$ cat src/rtl/stat_flags_pkg.sv
package stat_flags_pkg;
  localparam int FLAG_N = 13;
  // vector index = 12 - word bit
  localparam int F_AROV = 12;
  localparam int F_CRY0 = 11;
  localparam int F_CRY1 = 10;
  localparam int F_FOV  = 9;
  localparam int F_FPD  = 8;
  localparam int F_USER = 7;
  localparam int F_UIO  = 6;
  localparam int F_PUB  = 5;
  localparam int F_AFI  = 4;
  localparam int F_TRP2 = 3;
  localparam int F_TRP1 = 2;
  localparam int F_FXU  = 1;
  localparam int F_DCK  = 0;
  typedef logic [FLAG_N-1:0] flag_vec_t;
endpackage

$ cat src/rtl/sf_event_decode.sv
module sf_event_decode
  import stat_flags_pkg::*;
(
  input  logic      cry0_i,
  input  logic      cry1_i,
  input  logic      flt_ovf_i,
  input  logic      exp_unf_i,
  input  logic      div_chk_i,
  input  logic      pdl_ovf_i,
  input  logic      intr_mid_i,
  input  logic      afi_set_i,
  output flag_vec_t set_mask_o
);
  logic ovf_src;

  always_comb begin
    ovf_src    = (cry0_i ^ cry1_i) | flt_ovf_i | exp_unf_i | div_chk_i;
    set_mask_o = '0;
    set_mask_o[F_AROV] = ovf_src;
    set_mask_o[F_CRY0] = cry0_i;
    set_mask_o[F_CRY1] = cry1_i;
    set_mask_o[F_FOV]  = flt_ovf_i | exp_unf_i;
    set_mask_o[F_FXU]  = exp_unf_i;
    set_mask_o[F_DCK]  = div_chk_i;
    set_mask_o[F_FPD]  = intr_mid_i;
    set_mask_o[F_AFI]  = afi_set_i;
    // pushdown cause takes the trap encoding when both coincide
    set_mask_o[F_TRP2] = pdl_ovf_i;
    set_mask_o[F_TRP1] = ovf_src & ~pdl_ovf_i;
  end
endmodule

$ cat src/rtl/sf_flag_reg.sv
module sf_flag_reg
  import stat_flags_pkg::*;
(
  input  logic      clk_i,
  input  logic      rst_ni,
  input  flag_vec_t set_mask_i,
  input  logic      mode_wr_i,
  input  logic [2:0] mode_i,
  input  logic      insn_done_i,
  input  logic      restore_i,
  input  flag_vec_t restore_flags_i,
  output flag_vec_t flags_q_o,
  output flag_vec_t flags_nxt_o
);
  flag_vec_t flags_q;

  always_comb begin
    flags_nxt_o = flags_q | set_mask_i;
    if (mode_wr_i) begin
      flags_nxt_o[F_USER] = mode_i[2];
      flags_nxt_o[F_UIO]  = mode_i[1];
      flags_nxt_o[F_PUB]  = mode_i[0];
    end
    if (insn_done_i && !set_mask_i[F_AFI]) flags_nxt_o[F_AFI] = 1'b0;
    if (restore_i) flags_nxt_o = restore_flags_i;
  end

  always_ff @(posedge clk_i or negedge rst_ni) begin
    if (!rst_ni) flags_q <= '0;
    else         flags_q <= flags_nxt_o;
  end

  assign flags_q_o = flags_q;
endmodule

$ cat src/rtl/sf_ret_pack.sv
module sf_ret_pack
  import stat_flags_pkg::*;
#(
  parameter int ADDR_W = 18,
  parameter int WORD_W = 36
) (
  input  logic              clk_i,
  input  logic              rst_ni,
  input  logic              call_i,
  input  logic [ADDR_W-1:0] call_addr_i,
  input  flag_vec_t         flags_i,
  output logic [WORD_W-1:0] save_word_o
);
  localparam int PAD_W = WORD_W - FLAG_N - ADDR_W;

  logic [ADDR_W-1:0] ret_addr;
  logic [WORD_W-1:0] word_q;

  assign ret_addr = call_addr_i + ADDR_W'(1);

  always_ff @(posedge clk_i or negedge rst_ni) begin
    if (!rst_ni)     word_q <= '0;
    else if (call_i) word_q <= {flags_i, {PAD_W{1'b0}}, ret_addr};
  end

  assign save_word_o = word_q;
endmodule

$ cat src/rtl/stat_flags_unit.sv
module stat_flags_unit
  import stat_flags_pkg::*;
#(
  parameter int ADDR_W = 18,
  parameter int WORD_W = 36
) (
  input  logic              clk_i,
  input  logic              rst_ni,
  input  logic              cry0_i,
  input  logic              cry1_i,
  input  logic              flt_ovf_i,
  input  logic              exp_unf_i,
  input  logic              div_chk_i,
  input  logic              pdl_ovf_i,
  input  logic              intr_mid_i,
  input  logic              mode_wr_i,
  input  logic [2:0]        mode_i,
  input  logic              afi_set_i,
  input  logic              insn_done_i,
  input  logic              trap_en_i,
  input  logic              call_i,
  input  logic [ADDR_W-1:0] call_addr_i,
  input  logic              restore_i,
  input  logic [WORD_W-1:0] restore_word_i,
  output logic [WORD_W-1:0] save_word_o,
  output logic [FLAG_N-1:0] flags_o,
  output logic              trap_req_o,
  output logic              addr_brk_inh_o
);
  flag_vec_t set_mask;
  flag_vec_t flags_q;
  flag_vec_t flags_nxt;

  sf_event_decode u_dec (
    .cry0_i     (cry0_i),
    .cry1_i     (cry1_i),
    .flt_ovf_i  (flt_ovf_i),
    .exp_unf_i  (exp_unf_i),
    .div_chk_i  (div_chk_i),
    .pdl_ovf_i  (pdl_ovf_i),
    .intr_mid_i (intr_mid_i),
    .afi_set_i  (afi_set_i),
    .set_mask_o (set_mask)
  );

  sf_flag_reg u_reg (
    .clk_i           (clk_i),
    .rst_ni          (rst_ni),
    .set_mask_i      (set_mask),
    .mode_wr_i       (mode_wr_i),
    .mode_i          (mode_i),
    .insn_done_i     (insn_done_i),
    .restore_i       (restore_i),
    .restore_flags_i (restore_word_i[WORD_W-1 -: FLAG_N]),
    .flags_q_o       (flags_q),
    .flags_nxt_o     (flags_nxt)
  );

  sf_ret_pack #(.ADDR_W(ADDR_W), .WORD_W(WORD_W)) u_pack (
    .clk_i       (clk_i),
    .rst_ni      (rst_ni),
    .call_i      (call_i),
    .call_addr_i (call_addr_i),
    .flags_i     (flags_q),
    .save_word_o (save_word_o)
  );

  assign flags_o        = flags_q;
  assign trap_req_o     = trap_en_i & (flags_nxt[F_TRP1] | flags_nxt[F_TRP2]);
  assign addr_brk_inh_o = flags_q[F_AFI];
endmodule

$ cat config.mk
export PLATFORM = sky130hd
export DESIGN_NAME = stat_flags_unit
export DESIGN_NICKNAME = d
export VERILOG_FILES = /design/src/rtl/stat_flags_pkg.sv /design/src/rtl/sf_event_decode.sv /design/src/rtl/sf_flag_reg.sv /design/src/rtl/sf_ret_pack.sv /design/src/rtl/stat_flags_unit.sv
export SDC_FILE = /design/constraint.sdc
export NUM_CORES = 1
export LEC_CHECK = 0
export ABC_CLOCK_PERIOD_IN_PS = 1150
export CAP_MARGIN = 10
export CORE_ASPECT_RATIO = 0.5
export CORE_MARGIN = 1.5
export CORE_UTILIZATION = 60
export DETAILED_ROUTE_END_ITERATION = 8
export DONT_BUFFER_PORTS = 1
export GPL_ROUTABILITY_DRIVEN = 1
export PLACE_DENSITY = 0.85
export REMOVE_ABC_BUFFERS = 1
export SETUP_SLACK_MARGIN = 0.15
export SLEW_MARGIN = 20
export SYNTH_ARGS = -nofsm -noshare
export SYNTH_HDL_FRONTEND = slang
export SYNTH_SLANG_ARGS = --single-unit
$ cat constraint.sdc
create_clock -name clk_i -period 1.15 [get_ports clk_i]
set_input_delay 0.1725 -clock clk_i [delete_from_list [all_inputs] [get_ports clk_i]]
set_output_delay 0.1725 -clock clk_i [all_outputs]
set_load 0.01 [all_outputs]
Word-level counts from Yosys, hierarchy flattened

Index checks and enable logic that the tools add are counted.

Output and inout port bits: 51
Register bits after elaboration: 44
Word-level logic and storage cells: 18
Input bits: 72

Bitwise logic cells: 10
$add $sub $neg: 1
Reduce and logical (&&, ||, !) cells: 2
Mux-type cells: 3

Operator list:

| kind                                                             | number |
|---|---|
| 18-bit by 1-bit adder with 18-bit output (second input constant) | 1 |
| 13-bit two-way mux                                               | 1 |
| 13-bit OR                                                        | 1 |
| 1-bit OR                                                         | 5 |
| 3-bit two-way mux                                                | 1 |
| 1-bit bitwise AND                                                | 2 |
| 1-bit logical AND                                                | 1 |
| 1-bit zero test                                                  | 1 |
| 1-bit two-way mux                                                | 1 |
| 1-bit inverter                                                   | 1 |
| 1-bit bitwise XOR                                                | 1 |

Longest topological paths before layout

Depth in word-level cells: 10
Depth in mapped cells: 5
Depth with buffers taken out: 5

Cells and area by module

From an unflattened synthesis, not the netlist that was laid out.

Cells, all modules: 218
Area, all modules: 2,254.7 µm²

Modules (own cells, without submodules):

| module          | times used | cells each | area an instance (µm²) | sequential area each (µm²) |
|---|---|---|---|---|
| sf_ret_pack     | 1          | 141        | 1,516.5                | 775.7 |
| sf_flag_reg     | 1          | 58         | 599.3                  | 325.3 |
| sf_event_decode | 1          | 17         | 123.9                  | 0.0 |
| stat_flags_unit | 1          | 2          | 15.0                   | 0.0 |

Least setup slack after synthesis

Ideal clock, no wire load.

Path kind: input-to-reg
Start: input call_addr_i[0]
End: register u_pack.word_q[17] (netlist: u_pack.save_word_o[17])
Data arrival time: 1.059 ns
Path slack: -0.033 ns
Cell stages on the path: 4
Library setup time: 0.124 ns
Path through: nand3_2 nor4_4 a41oi_1 o31a_1

Longest elaborated chain between the ends: 1

Ends and longest elaborated chain:

| item                                     | RTL line              | RTL |
|---|---|---|
| start: declaration                       | stat_flags_unit.sv:22 | `input logic [ADDR_W-1:0] call_addr_i,` |
| 18-bit by 1-bit adder with 18-bit output | sf_ret_pack.sv:19     | `assign ret_addr = call_addr_i + ADDR_W'(1);` |
| end signal: assignment                   | sf_ret_pack.sv:23     | `else if (call_i) word_q <= {flags_i, {PAD_W{1'b0}}, ret_addr};` |
| end: declaration                         | sf_ret_pack.sv:17     | `logic [WORD_W-1:0] word_q;` |

No other way between the ends.
A chain may end at the register's enable or synchronous reset.

Final worst setup path

Start: register u_reg.flags_q[3] (netlist: u_reg.flags_q_o[3])
End: output trap_req_o

Longest elaborated chain between the ends: 4

Ends and longest elaborated chain:

| item                     | RTL line              | RTL |
|---|---|---|
| start: declaration       | sf_flag_reg.sv:15     | `flag_vec_t flags_q;` |
| start signal: assignment | sf_flag_reg.sv:30     | `else flags_q <= flags_nxt_o;` |
| 13-bit OR                | sf_flag_reg.sv:18     | `flags_nxt_o = flags_q \| set_mask_i;` |
| 13-bit two-way mux       | sf_flag_reg.sv:25     | `if (restore_i) flags_nxt_o = restore_flags_i;` |
| 1-bit OR                 | stat_flags_unit.sv:69 | `assign trap_req_o = trap_en_i & (flags_nxt[F_TRP1] \| flags_nxt[F_TRP2]);` |
| 1-bit bitwise AND        | stat_flags_unit.sv:69 |  |
| end: declaration         | stat_flags_unit.sv:27 | `output logic trap_req_o,` |

No other way between the ends.

==> out/results.ini <==
[worst_setup_path]
path_delay_family = flip-flops
worstSetupStartpoint = u_reg.flags_q_o[3]$_DFF_PN0_
worstPathMaxFanout = 3
worstPathArrival_ns = 1.02
worst-path-buf-inv = 0
reg2reg_to = u_pack.save_word_o[15]$_DFFE_PN0P_
slowest_delay_ns = 0.45
cp_slowest_cell = dfrtp_2
critical_path.endpoint_type = output port
start_kind = flip-flop
path_class = reg -> out
rr_startpoint = u_pack.save_word_o[15]$_DFFE_PN0P_
crit_chain = nor2_2 -> a31oi_2
worstPathRequired_ns = 0.98
r2r_slack_ns = 0.18
ff2ff_path_depth = 3

[die]
ios = 123
rows = 14
chipHeight_um = 44.9
dieArea_mm2 = 0.00390
die_x_um = 86.9
start_util_pct = 66.5
core_area_mm2 = 0.00317

[pwr]
power.density_mw_per_mm2 = 1350
power_leakage_nw = 0.993
ir_drop_mv = 1.02

[drt]
vias_per_cell = 5.78
wirelength_um = 4350
wire_per_inst_um = 16.5
drc = 0
ant_nets = 0
drt_iter0_drc = 32
via_count = 1520
drtPass1Iterations = 5

[timing]
holdWs_ns = -0.427
period_needed_ns = 1.19
setup_ws_ns = -0.0392
setup_viol = 1
fin_crit_sh_pct = 103
final_max_slew_viol_count = 0
worst_pin_slew_ns = 0.541
hold_viol = 44
rsz0062_at_grt = true
clock_skew_ns = 0.00323
relSlewSlack_pct = 63.9
fmax_mhz = 841

[synthesis]
synthAdderAreaFrac_pct = 0.593
synth_simple_gate_area_share_pct = 16.8
synth-compound-area-share_pct = 9.96
postSynthAreaPerCell_um2 = 10.3
ys_ff_latch = 44
synth_top_family_by_area = simple AND/OR/NAND/NOR gates
synthXorXnorAreaFrac_pct = 4.98
seq_area_frac_synth_pct = 52.2
synthCells = 205
synth.area.mux_share_pct = 9.37
synth-warning-count = 0
netlist_area_mm2 = 0.00211
synth_cell_types = 36

[cells_and_area]
instances_no_fill = 263
final_cell_mix = dfrtp_1, nor2_1, nand2_1, a21oi_1, mux2_2
final_common_cell = dfrtp_1
postLayoutCoreUtil_pct = 73.4
layout-drive-gt1-share_pct = 19.1
final_nets = 288
fill_cells = 225
syn_to_final_growth_pct = 10.3
n_antenna_cell = 0

[cts]
cts_sinks = 44
h-tree-depth = 2
cts_buffers = 5
cts_tree = done
cts_buffer_depth = 2
path_clk_slew_ns = 0.08
cts_root_buf = clkbuf_8
clk-insertion-delay-late_ns = 0.29

[placement]
hpwl_um = 2900
dpl.cell_count = 249
portBuffers = 0
place.gp.congestion = 0.728

[global_routing]
grt_pass1_wl_um = 6810
grt_usage_pct = 23.0
grt_max_degree = 45
antenna_found_initial = 0
overflow = 0
grt_pass1_vias = 1489

[hold_path]
hp-class = in -> async

[job]
maxCapViolCount = 0

[status]
run_status = finished with violations
violations = negative hold slack, negative setup slack

synthesized netlist by cell type:
library cell  instances  share of area [%]
clkbuf_1              5               0.89
mux2_2               14                7.5
buf_1                 3               0.53
nor4_4                2                2.0
or3_1                 1               0.30
dfrtp_1              44                 52
and4b_1               1               0.47
buf_4                 6                2.1
conb_1                1               0.18
a32oi_1               1               0.42
a31oi_1               3               0.89
xor2_1                2               0.83
or2_2                 1               0.30
nand4_1               2               0.59
nor3_1                4               0.95
a21oi_1              15                3.6
nand3_1               3               0.71
o31ai_1               1               0.36
nand4_4               1                1.0
o22ai_1               1               0.30
a41oi_1               1               0.42
nor3b_1               1               0.36
o221ai_1              1               0.42
nand2_1              17                3.0
xnor2_1              10                4.2
nand3_2               2               0.95
ha_1                  1               0.59
o21ai_0              10                2.4
mux2i_1               4                1.9
o31a_1                1               0.42
nor4_1                3               0.89
a31o_2                2               0.83
and3_1                1               0.30
nand3b_1              1               0.36
inv_1                13                2.3
nor2_1               26                4.6
flip-flops by register name, indices dropped and copies added (netlist names):
name,cells
u_pack.save_word_o,31
u_reg.flags_q_o,13
per-stage QoR:
| step | total power, W | cell area (um^2) | setup slack (ns) | hold WS, ns | setup TNS, ns |
|---|---|---|---|---|---|
| after global placement | 0.00219 | 2150 | -0.0676 | -0.122 | -0.103 |
| after detailed placement | 0.00222 | 2150 | -0.0776 | -0.122 | -0.200 |
| final | 0.00314 | 2330 | -0.0392 | -0.427 | -0.0392 |
| after CTS | 0.00315 | 2300 | -0.0440 | -0.437 | -0.0440 |
| after global routing | 0.00327 | 2330 | -0.0744 | -0.448 | -0.0744 |
| after floorplan | 0.00213 | 2050 | -0.0333 | -0.123 | -0.0540 |
worst max-delay path by stage:
stage,slack (ns),depth (start not counted),end
6_report,-0.04,2,trap_req_o
5_1_grt,-0.07,2,trap_req_o
4_1_cts,-0.04,2,trap_req_o
3_5_place_dp,-0.08,4,u_pack.save_word_o[17]$_DFFE_PN0P_
3_3_place_gp,-0.07,4,u_pack.save_word_o[17]$_DFFE_PN0P_
2_1_floorplan,-0.03,4,u_pack.save_word_o[17]$_DFFE_PN0P_
kinds of logic (layout without fill, tap and decap cells):
| group | after synthesis | after routing |
|---|---|---|
| flops | 44 | 44 |
| xor+xnor | 12 | 12 |
| mux | 18 | 18 |
| compound gates | 36 | 36 |
| fa+ha+maj | 1 | 1 |
| other cells | 1 | 5 |
| buf+inv | 27 | 33 |
| simple gates | 66 | 66 |
per-layer routing:
| metal | part of all wire (%) | GRT usage (%) | routed length, um | up-vias |
|---|---|---|---|---|
| met5 | 0 | 0 | 0 | - |
| met4 | 0.41 | 4.84 | 18 | 0 |
| met3 | 8.7 | 8.96 | 377 | 2 |
| met2 | 50 | 40.9 | 2180 | 73 |
| met1 | 41 | 27.3 | 1770 | 737 |
| li1 | - | - | - | 708 |
what timing repair did:
item / 4_1_cts / 5_1_grt
endpoints found under the setup margin: 1 / 26
pin swaps: 1 / 1
resized for setup: 3 / 5
hold endpoints to repair: 69 / 46
setup buffers: 0 / 1
hold buffers: 5 / 1
final cells by class:
class	count	area (um^2)	area share, %
clock buffer	5	68.8	2.96
inverter	13	48.8	2.10
sequential	44	1100	47.4
multi-input combinational	138	916	39.4
timing repair buffer	13	118	5.05
clock inverter	2	12.5	0.538
tap	48	60.1	2.58
where the power goes:
group / internal [W] / switching (W) / total [W] / leakage [nW]
logic: 0.000177 / 0.000139 / 0.000315 / 0.455
clock network: 0.000411 / 0.000502 / 0.000914 / 0.0400
registers: 0.00171 / 0.000205 / 0.00191 / 0.498
Note: power is estimated with default switching activity, not from simulation.
